==> src/rtl/asram_pkg.sv <==
package asram_pkg;

  typedef enum logic [2:0] {
    ST_IDLE,
    ST_SKIP,
    ST_SETUP,
    ST_STROBE,
    ST_HOLD,
    ST_ACCESS,
    ST_RECOV
  } asram_state_e;

  // cycles needed to cover a time, never fewer than one
  function automatic int unsigned ns2cyc(int unsigned ns, int unsigned clk_ns);
    int unsigned c;
    c = (ns + clk_ns - 1) / clk_ns;
    return (c == 0) ? 1 : c;
  endfunction

  function automatic int unsigned max2(int unsigned a, int unsigned b);
    return (a > b) ? a : b;
  endfunction

  function automatic int unsigned max3(int unsigned a, int unsigned b, int unsigned c);
    return max2(max2(a, b), c);
  endfunction

  // remainder of a minimum cycle once other phases are spent, at least one
  function automatic int unsigned rest(int unsigned total, int unsigned used);
    return (total > used) ? (total - used) : 1;
  endfunction

endpackage

==> src/rtl/asram_phase_cnt.sv <==
module asram_phase_cnt #(
  parameter int CW = 5
) (
  input  logic          clk,
  input  logic          rst,
  input  logic          load,
  input  logic [CW-1:0] load_val,
  output logic          zero
);
  logic [CW-1:0] cnt_q;

  always_ff @(posedge clk) begin
    if (rst)           cnt_q <= '0;
    else if (load)     cnt_q <= load_val;
    else if (!zero)    cnt_q <= cnt_q - 1'b1;
  end

  assign zero = (cnt_q == '0);
endmodule

==> src/rtl/asram_lanes.sv <==
module asram_lanes #(
  parameter int LANES  = 2,
  parameter int LANE_W = 8
) (
  input  logic                     clk,
  input  logic                     rst,
  input  logic                     sel_nxt,
  input  logic [LANES-1:0]         mask_nxt,
  input  logic [LANES-1:0]         mask_q,
  input  logic                     cap_en,
  input  logic                     zero_en,
  input  logic [LANES*LANE_W-1:0]  din,
  output logic [LANES-1:0]         lane_n,
  output logic [LANES*LANE_W-1:0]  rdata
);
  for (genvar l = 0; l < LANES; l++) begin : g_lane
    logic              sel_n_q;
    logic [LANE_W-1:0] byte_q;

    always_ff @(posedge clk) begin
      if (rst) sel_n_q <= 1'b1;
      else     sel_n_q <= !(sel_nxt && mask_nxt[l]);
    end

    always_ff @(posedge clk) begin
      if (rst)          byte_q <= '0;
      else if (cap_en)  byte_q <= mask_q[l] ? din[l*LANE_W +: LANE_W] : '0;
      else if (zero_en) byte_q <= '0;
    end

    assign lane_n[l]                  = sel_n_q;
    assign rdata[l*LANE_W +: LANE_W]  = byte_q;
  end
endmodule

==> src/rtl/asram_ctrl.sv <==
module asram_ctrl #(
  parameter int ADDR_W        = 18,
  parameter int DATA_W        = 16,
  parameter int LANE_W        = 8,
  parameter int CLK_NS        = 4,
  parameter int T_CYCLE_NS    = 55,
  parameter int T_WPULSE_NS   = 45,
  parameter int T_AWEND_NS    = 45,
  parameter int T_DSETUP_NS   = 25,
  parameter int T_ADDR_ACC_NS = 55,
  parameter int T_OG_ACC_NS   = 25,
  parameter int T_LANE_ACC_NS = 25,
  parameter int T_FLOAT_NS    = 20
) (
  input  logic                         clk,
  input  logic                         rst,
  input  logic                         host_req,
  input  logic                         host_wr,
  input  logic [ADDR_W-1:0]            host_addr,
  input  logic [DATA_W-1:0]            host_wdata,
  input  logic [DATA_W/LANE_W-1:0]     host_bmask,
  output logic                         host_busy,
  output logic [DATA_W-1:0]            host_rdata,
  output logic                         host_rvalid,
  output logic                         sram_cs_n,
  output logic                         sram_wstb_n,
  output logic                         sram_ogate_n,
  output logic                         sram_hib_n,
  output logic                         sram_lob_n,
  output logic [ADDR_W-1:0]            sram_addr,
  output logic [DATA_W-1:0]            sram_dout,
  input  logic [DATA_W-1:0]            sram_din,
  output logic                         sram_drive
);
  import asram_pkg::*;

  localparam int LANES   = DATA_W / LANE_W;
  localparam int N_RC    = ns2cyc(T_CYCLE_NS, CLK_NS);
  localparam int N_WP    = max3(ns2cyc(T_WPULSE_NS, CLK_NS), ns2cyc(T_AWEND_NS, CLK_NS),
                                ns2cyc(T_DSETUP_NS, CLK_NS));
  localparam int N_RD    = max3(ns2cyc(T_ADDR_ACC_NS, CLK_NS), ns2cyc(T_OG_ACC_NS, CLK_NS),
                                ns2cyc(T_LANE_ACC_NS, CLK_NS));
  localparam int N_HZ    = ns2cyc(T_FLOAT_NS, CLK_NS);
  localparam int N_WREC  = rest(N_RC, N_WP + 2);
  localparam int N_RREC  = max2(N_HZ, rest(N_RC, N_RD));
  localparam int CNT_MAX = max2(max3(N_WP, N_RD, N_WREC), N_RREC);
  localparam int CW      = $clog2(CNT_MAX + 1);

  asram_state_e st_q, st_nxt;
  logic          load;
  logic [CW-1:0] load_val;
  logic          cnt_zero;
  logic          accept;
  logic          sel_nxt;
  logic [LANES-1:0] mask_q, mask_nxt;
  logic [LANES-1:0] lane_n;
  logic          cap_en, zero_en;

  assign accept   = (st_q == ST_IDLE) && host_req;
  assign mask_nxt = accept ? host_bmask : mask_q;
  assign cap_en   = (st_q == ST_ACCESS) && cnt_zero;
  assign zero_en  = accept && (host_bmask == '0) && !host_wr;

  always_comb begin
    st_nxt   = st_q;
    load     = 1'b0;
    load_val = '0;
    unique case (st_q)
      ST_IDLE: if (accept) begin
        if (host_bmask == '0) st_nxt = ST_SKIP;
        else if (host_wr)     st_nxt = ST_SETUP;
        else begin
          st_nxt = ST_ACCESS; load = 1'b1; load_val = CW'(N_RD - 1);
        end
      end
      ST_SKIP:   st_nxt = ST_IDLE;
      ST_SETUP: begin
        st_nxt = ST_STROBE; load = 1'b1; load_val = CW'(N_WP - 1);
      end
      ST_STROBE: if (cnt_zero) st_nxt = ST_HOLD;
      ST_HOLD: begin
        st_nxt = ST_RECOV; load = 1'b1; load_val = CW'(N_WREC - 1);
      end
      ST_ACCESS: if (cnt_zero) begin
        st_nxt = ST_RECOV; load = 1'b1; load_val = CW'(N_RREC - 1);
      end
      ST_RECOV:  if (cnt_zero) st_nxt = ST_IDLE;
      default:   st_nxt = ST_IDLE;
    endcase
  end

  assign sel_nxt = (st_nxt == ST_SETUP) || (st_nxt == ST_STROBE) ||
                   (st_nxt == ST_HOLD)  || (st_nxt == ST_ACCESS);

  asram_phase_cnt #(.CW(CW)) u_cnt (
    .clk(clk), .rst(rst), .load(load), .load_val(load_val), .zero(cnt_zero)
  );

  always_ff @(posedge clk) begin
    if (rst) begin
      st_q         <= ST_IDLE;
      host_busy    <= 1'b0;
      host_rvalid  <= 1'b0;
      sram_cs_n    <= 1'b1;
      sram_wstb_n  <= 1'b1;
      sram_ogate_n <= 1'b1;
      sram_drive   <= 1'b0;
      sram_addr    <= '0;
      sram_dout    <= '0;
      mask_q       <= '0;
    end else begin
      st_q         <= st_nxt;
      host_busy    <= (st_nxt != ST_IDLE);
      host_rvalid  <= cap_en || zero_en;
      sram_cs_n    <= !sel_nxt;
      sram_wstb_n  <= (st_nxt != ST_STROBE);
      sram_ogate_n <= (st_nxt != ST_ACCESS);
      sram_drive   <= (st_nxt == ST_SETUP) || (st_nxt == ST_STROBE) || (st_nxt == ST_HOLD);
      if (accept) begin
        sram_addr <= host_addr;
        sram_dout <= host_wdata;
        mask_q    <= host_bmask;
      end
    end
  end

  asram_lanes #(.LANES(LANES), .LANE_W(LANE_W)) u_lanes (
    .clk(clk), .rst(rst), .sel_nxt(sel_nxt), .mask_nxt(mask_nxt), .mask_q(mask_q),
    .cap_en(cap_en), .zero_en(zero_en), .din(sram_din), .lane_n(lane_n),
    .rdata(host_rdata)
  );

  assign sram_lob_n = lane_n[0];
  assign sram_hib_n = lane_n[LANES-1];
endmodule

==> config.mk <==
export PLATFORM = sky130hd
export DESIGN_NAME = asram_ctrl
export DESIGN_NICKNAME = d
export VERILOG_FILES = /design/src/rtl/asram_pkg.sv /design/src/rtl/asram_phase_cnt.sv /design/src/rtl/asram_lanes.sv /design/src/rtl/asram_ctrl.sv
export SDC_FILE = /design/constraint.sdc
export NUM_CORES = 1
export LEC_CHECK = 0
export ABC_AREA = 1
export BUFFER_PORTS_ARGS = -buffer_cell sky130_fd_sc_hd__buf_4
export CORE_MARGIN = 4
export CORE_UTILIZATION = 45
export CTS_CLUSTER_SIZE = 30
export DETAILED_ROUTE_END_ITERATION = 6
export GPL_TIMING_DRIVEN = 0
export MAX_ROUTING_LAYER = met4
export PLACE_DENSITY = 0.81
export SLEW_MARGIN = 10
export SYNTH_ARGS = -nofsm -noshare
export SYNTH_HDL_FRONTEND = slang
export SYNTH_SLANG_ARGS = --single-unit
==> constraint.sdc <==
create_clock -name clk -period 2.3 [get_ports clk]
set_input_delay 0.345 -clock clk [delete_from_list [all_inputs] [get_ports clk]]
set_output_delay 0.345 -clock clk [all_outputs]
set_load 0.02 [all_outputs]
# --- Yosys cells after proc, flatten, opt, wreduce, memory -nomap -nowiden ---
# Cells that the tools add are included.
word_totals:
  reg_bits: 67
  inputBits: 56
  out_inout_bits: 58
  word_cells: 73
op_classes:
  addsub: 1
  n_eq_ne: 12
  muxes: 25
  n_reduce_logical: 20
op_table:
  columns: ["operator", "n"]
  rows:
  - ["two-way mux 8 bit", 5]
  - ["two-way mux 3 bit", 7]
  - ["two-way mux 4 bit", 5]
  - ["case mux 3 bit (6 select lines)", 1]
  - ["== test 3 bit (second input constant)", 5]
  - ["== test 3 x 2 -> 1 bit (second input constant)", 4]
  - ["case mux 4 bit (3 select lines)", 1]
  - ["logical AND 1 bit", 6]
  - ["zero test 1 bit", 4]
  - ["zero test 4 bit", 1]
  - ["logical OR 1 bit", 4]
  - ["two-way mux 1 bit", 4]
  - ["subtractor 4 x 1 -> 4 bit (second input constant)", 1]
  - ["zero test 3 bit", 1]
  - ["inequality test 3 x 2 -> 1 bit (second input constant)", 1]
  - ["inequality test 3 bit (second input constant)", 1]
  - ["case mux 1 bit (3 select lines)", 1]
  - ["nonzero test 3 bit", 1]
  - ["zero test 2 bit", 1]
  - ["two-way mux 2 bit", 1]
  - ["inequality test 2 bit (second input constant)", 1]
  - ["nonzero test 2 bit", 1]
  - ["OR reduction 2 bit", 1]

# --- Depth between registers and ports, before layout ---
logic_depth:
  ltp_word: 10
  mapped_depth: 12
  ltp_nobuf: 12

# --- Modules after synthesis ---
# From an unflattened synthesis, not the netlist that was laid out.
unflattened:
  hier_cells: 356
  area_unflattened_um2: 2725.1
by_module_without_submodules:
  columns: ["mod", "instances", "cells_each", "area_each_um2", "seq_area_each_um2"]
  rows:
  - ["asram_ctrl", 1, 235, 1785.5, 900.9]
  - ["asram_lanes", 1, 79, 683.2, 360.3]
  - ["asram_phase_cnt", 1, 42, 256.5, 80.1]

# --- Worst setup path after synthesis ---
# OpenSTA, ideal clock, no wires.
synth_path:
  kind: "register to register"
  from: "reg u_cnt.cnt_q[0]"
  to: "reg sram_cs_n"
  setup_time_ps: 122
  t_arrival_ps: 1346
  t_required_ps: 2178
  setup_slack_ps: 832
  path_stages_with_launch: 12
  n_path_buf: 0
  synth_period_minus_slack_ps: 1468
  path_cell_list: "dfxtp_1 inv_1 ha_1 nand2_1 nor2_2 nand2_1 nand2_1 nand2_1 nor2_2 nand2_1 nand2_2 nand2_1"
synth_via:
  elab_chain_len: 8
  word_cells_on_any_way: 13
  cone_classes: "eq/ne: 4; mux: 4; reduce/logical: 5"
synth_rtl:
  columns: ["element", "line", "rtl"]
  rows:
  - ["start, declared", "asram_phase_cnt.sv:10", "logic [CW-1:0] cnt_q;"]
  - ["start signal, assigned", "asram_phase_cnt.sv:14", "else if (load) cnt_q <= load_val;"]
  - ["start signal, assigned", "asram_phase_cnt.sv:15", "else if (!zero) cnt_q <= cnt_q - 1'b1;"]
  - ["zero test 4 bit (*)", "asram_phase_cnt.sv:18", "assign zero = (cnt_q == '0);"]
  - ["two-way mux 3 bit (on tied branches)", "asram_ctrl.sv:87, asram_ctrl.sv:80, asram_ctrl.sv:84", null]
  - ["case mux 3 bit (6 select lines) (*)", "asram_ctrl.sv:68", "unique case (st_q)"]
  - ["== test 3 x 2 -> 1 bit", "asram_ctrl.sv:92", "assign sel_nxt = (st_nxt == ST_SETUP) || (st_nxt == ST_STROBE) ||"]
  - ["logical OR 1 bit (2 in series)", "asram_ctrl.sv:92", null]
  - ["logical OR 1 bit (*)", "asram_ctrl.sv:93", "(st_nxt == ST_HOLD) || (st_nxt == ST_ACCESS);"]
  - ["zero test 1 bit (*)", "asram_ctrl.sv:115", "sram_cs_n <= !sel_nxt;"]
  - ["end signal, assigned", "asram_ctrl.sv:115", null]
  - ["end, declared", "asram_ctrl.sv:25", "output logic sram_cs_n,"]
# Mark *: on every way between the ends. The rest lies on a longest branch, timed or not.
# A chain may end at the register's enable or synchronous reset.

# --- Worst setup path after layout ---
# Same ends and word-level chain as after synthesis.

==> metrics.yaml <==
arrival_ns: 1.97
outcome: "completed"
synth_cells: 333
cts-buffers-inserted: 9
gp_congestion: 0.907
synth_seq_cells: 67
fin_nets: 514
r2r_start: "u_cnt.cnt_q[0]"
tns_ns: 0
yosys.area.top_type: "dfxtp_1"
yosysMostFrequentCell: "nor2_1"
grt_max_degree: 13
ir_worst_vdd_mv: 0.714
slew_violations: 0
worstHoldStart: "host_wdata[6]"
reg2reg_depth: 11
min_path_cells: 3
syn-num-nets: 390
min_period_ns: 1.75
grt_pass1_vias: 2608
core-area_um2: 5570
h-tree-depth: 3
fmax_mhz: 571
startpoint: "u_cnt.cnt_q[0]"
reg2reg_slack_ns: 0.55
setup_viol: 0
cts_resized: 0
path_max_fanout: 6
hp-class: "in -> reg"
yosys_warnings: 0
netlist_top_cells_area: "dfxtp_1 (51%), nor2_1 (12%), o21ai_0 (7.3%)"
cp-end-kind: "register"
num_rows: 27
grt_antenna_before_repair: 0
ys_async_sr_fraction_pct: 0
insertion_delay_ns: 0.33
place_hpwl_um: 5110
drive_gt1_share_pct: 37.2
crit_required_ns: 2.51
clkSlewWorstSetupHoldPaths_ns: 0.07
diodes: 0
routed_wl_um: 6840
netlist.area_leader.share_pct: 51.4
clockBufferDepth: 2
area_growth_pct: 43.7
critPathKind: "reg -> reg"
synth_edf_count: 0
num_vias: 2559
die_x_um: 84.1
relSlewSlack_pct: 57.0
post_cts_buffers: 0
grt_pass1_wl_um: 11500
synthTopCellsByCount: "nor2_1 (86), dfxtp_1 (67), nand2_1 (45)"
dieHeight_um: 84.1
power_leakage_nw: 1.77
overflow: 0
avgSynthCellArea_um2: 7.83
dp.cells: 518
final-instance-count-excl-fill: 534
start_util_pct: 46.8
worst_pin_slew_ns: 0.645
io_buffers: 113
cts_hold_buffers: 0
grtUsageTotal_pct: 20.4
drtIter0Drc: 123
skew_ns: 0.00621
ys.flop_type: "dfxtp_1"
die_area_um2: 7080
io_pins: 114
rsz0062_at_grt: "no"
maxCapViolations: 0
cts_root_buffer: "clkbuf_8"
fill_cells: 457
drc: 0
firstDrtPassIters: 4
wl_per_cell_um: 12.8
worstSetupStartpointType: "register"
synth_cell_types: 25
synth_area_um2: 2610
hold_viol_final: 0
cts_tree: "done"
clkSinkCount: 67
detail_route.vias_per_cell: 4.79
period_share_pct: 76.2
power.density_nw_per_um2: 1170
seq_area_frac_synth_pct: 51.4
ant_nets: 0
[cell usage in the layout (no fill, tap or decap), drive strengths merged]
cell	synthesis	layout
a21oi	21	21
a31oi	1	1
buf	2	115
bufinv	0	1
clkbuf	13	23
clkinv	0	2
clkinvlp	0	2
dfxtp	67	67
ha	1	1
inv	20	21
nand2	59	59
nand3	12	12
nor2	94	94
nor3	2	2
o21ai	39	39
xnor2	1	1
xor2	1	1
[logic make-up (layout without fill, tap and decap cells)]
| logic type | after synthesis | in the layout | synth area share (%) |
|---|---|---|---|
| AND/OR/NAND/NOR | 167 | 167 | 27.7 |
| flip-flops | 67 | 67 | 51.4 |
| AO/OA/AOI/OAI | 61 | 61 | 13.6 |
| buffers and inverters | 35 | 164 | 6.09 |
| XOR/XNOR | 2 | 2 | 0.672 |
| adder cells (fa/ha/maj) | 1 | 1 | 0.480 |
[state kept, by name, summed over array words and instances (netlist names)]
signal and cells:
sram_dout 16, host_busy 1, sram_wstb_n 1, sram_cs_n 1, mask_q 2, u_lanes.g_lane.byte_q 16, u_cnt.cnt_q 4, sram_drive 1
st_q 3, u_lanes.g_lane.sel_n_q 2, sram_ogate_n 1, host_rvalid 1, sram_addr 18
[where the power goes]
part	total [mW]	switching [mW]	internal, mW
sequential	1.60	0.149	1.45
clock	0.971	0.442	0.530
combinational	1.82	1.14	0.682
total	4.39	1.73	2.66
[metrics by stage]
step / worst slack [ns] / hold slack, ns / util [%] / cell area [um2] / total power, mW
6_report: 0.547 / 0.230 / 67.3 / 3750 / 4.39
5_1_grt: 0.410 / 0.208 / 67.3 / 3750 / 4.71
4_1_cts: 0.552 / 0.207 / 67.3 / 3750 / 4.43
3_5_place_dp: 0.592 / 0.455 / 63.6 / 3550 / 3.43
3_3_place_gp: 0.640 / 0.452 / 63.6 / 3550 / 3.39
2_1_floorplan: 0.832 / 0.414 / - / 2610 / 2.77
[critical path, cell delays in order (launching register included)]
cell and delay [ns]:
dfxtp_1 0.31, inv_1 0.10, ha_1 0.27, nand2_1 0.10
nor2_2 0.24, nand2_1 0.09, nand2_1 0.07, nand2_1 0.11
nor2_2 0.12, nand2_1 0.07, nand2_2 0.10, nand2_1 0.05
[path summary, 6_finish.rpt]
| path | to |
|---|---|
| hold / removal | sram_dout[6] |
| hold reg to reg | u_lanes.g_lane[1].byte_q[4] |
| setup / recovery | sram_cs_n |
| setup reg to reg | sram_cs_n |
[layout make-up]
cell class	count	area, um2	share of cell area [%]
inverter	20	82.6	2.20
tap	72	90.1	2.40
buffer	15	76.3	2.04
clock buffer	10	138	3.67
multi-input combinational	231	1110	29.6
clock inverter	6	63.8	1.70
sequential	67	1340	35.8
timing repair buffer	113	848	22.6
[metal layers]
metal,wire length [um],vias up,track usage [%]
met1,2870,1147,23.4
met2,3240,99,32.1
met3,588,14,7.56
met5,0,-,-
li1,-,1299,-
met4,140,0,8.63
No activity file was read; power rests on OpenSTA's default activity.
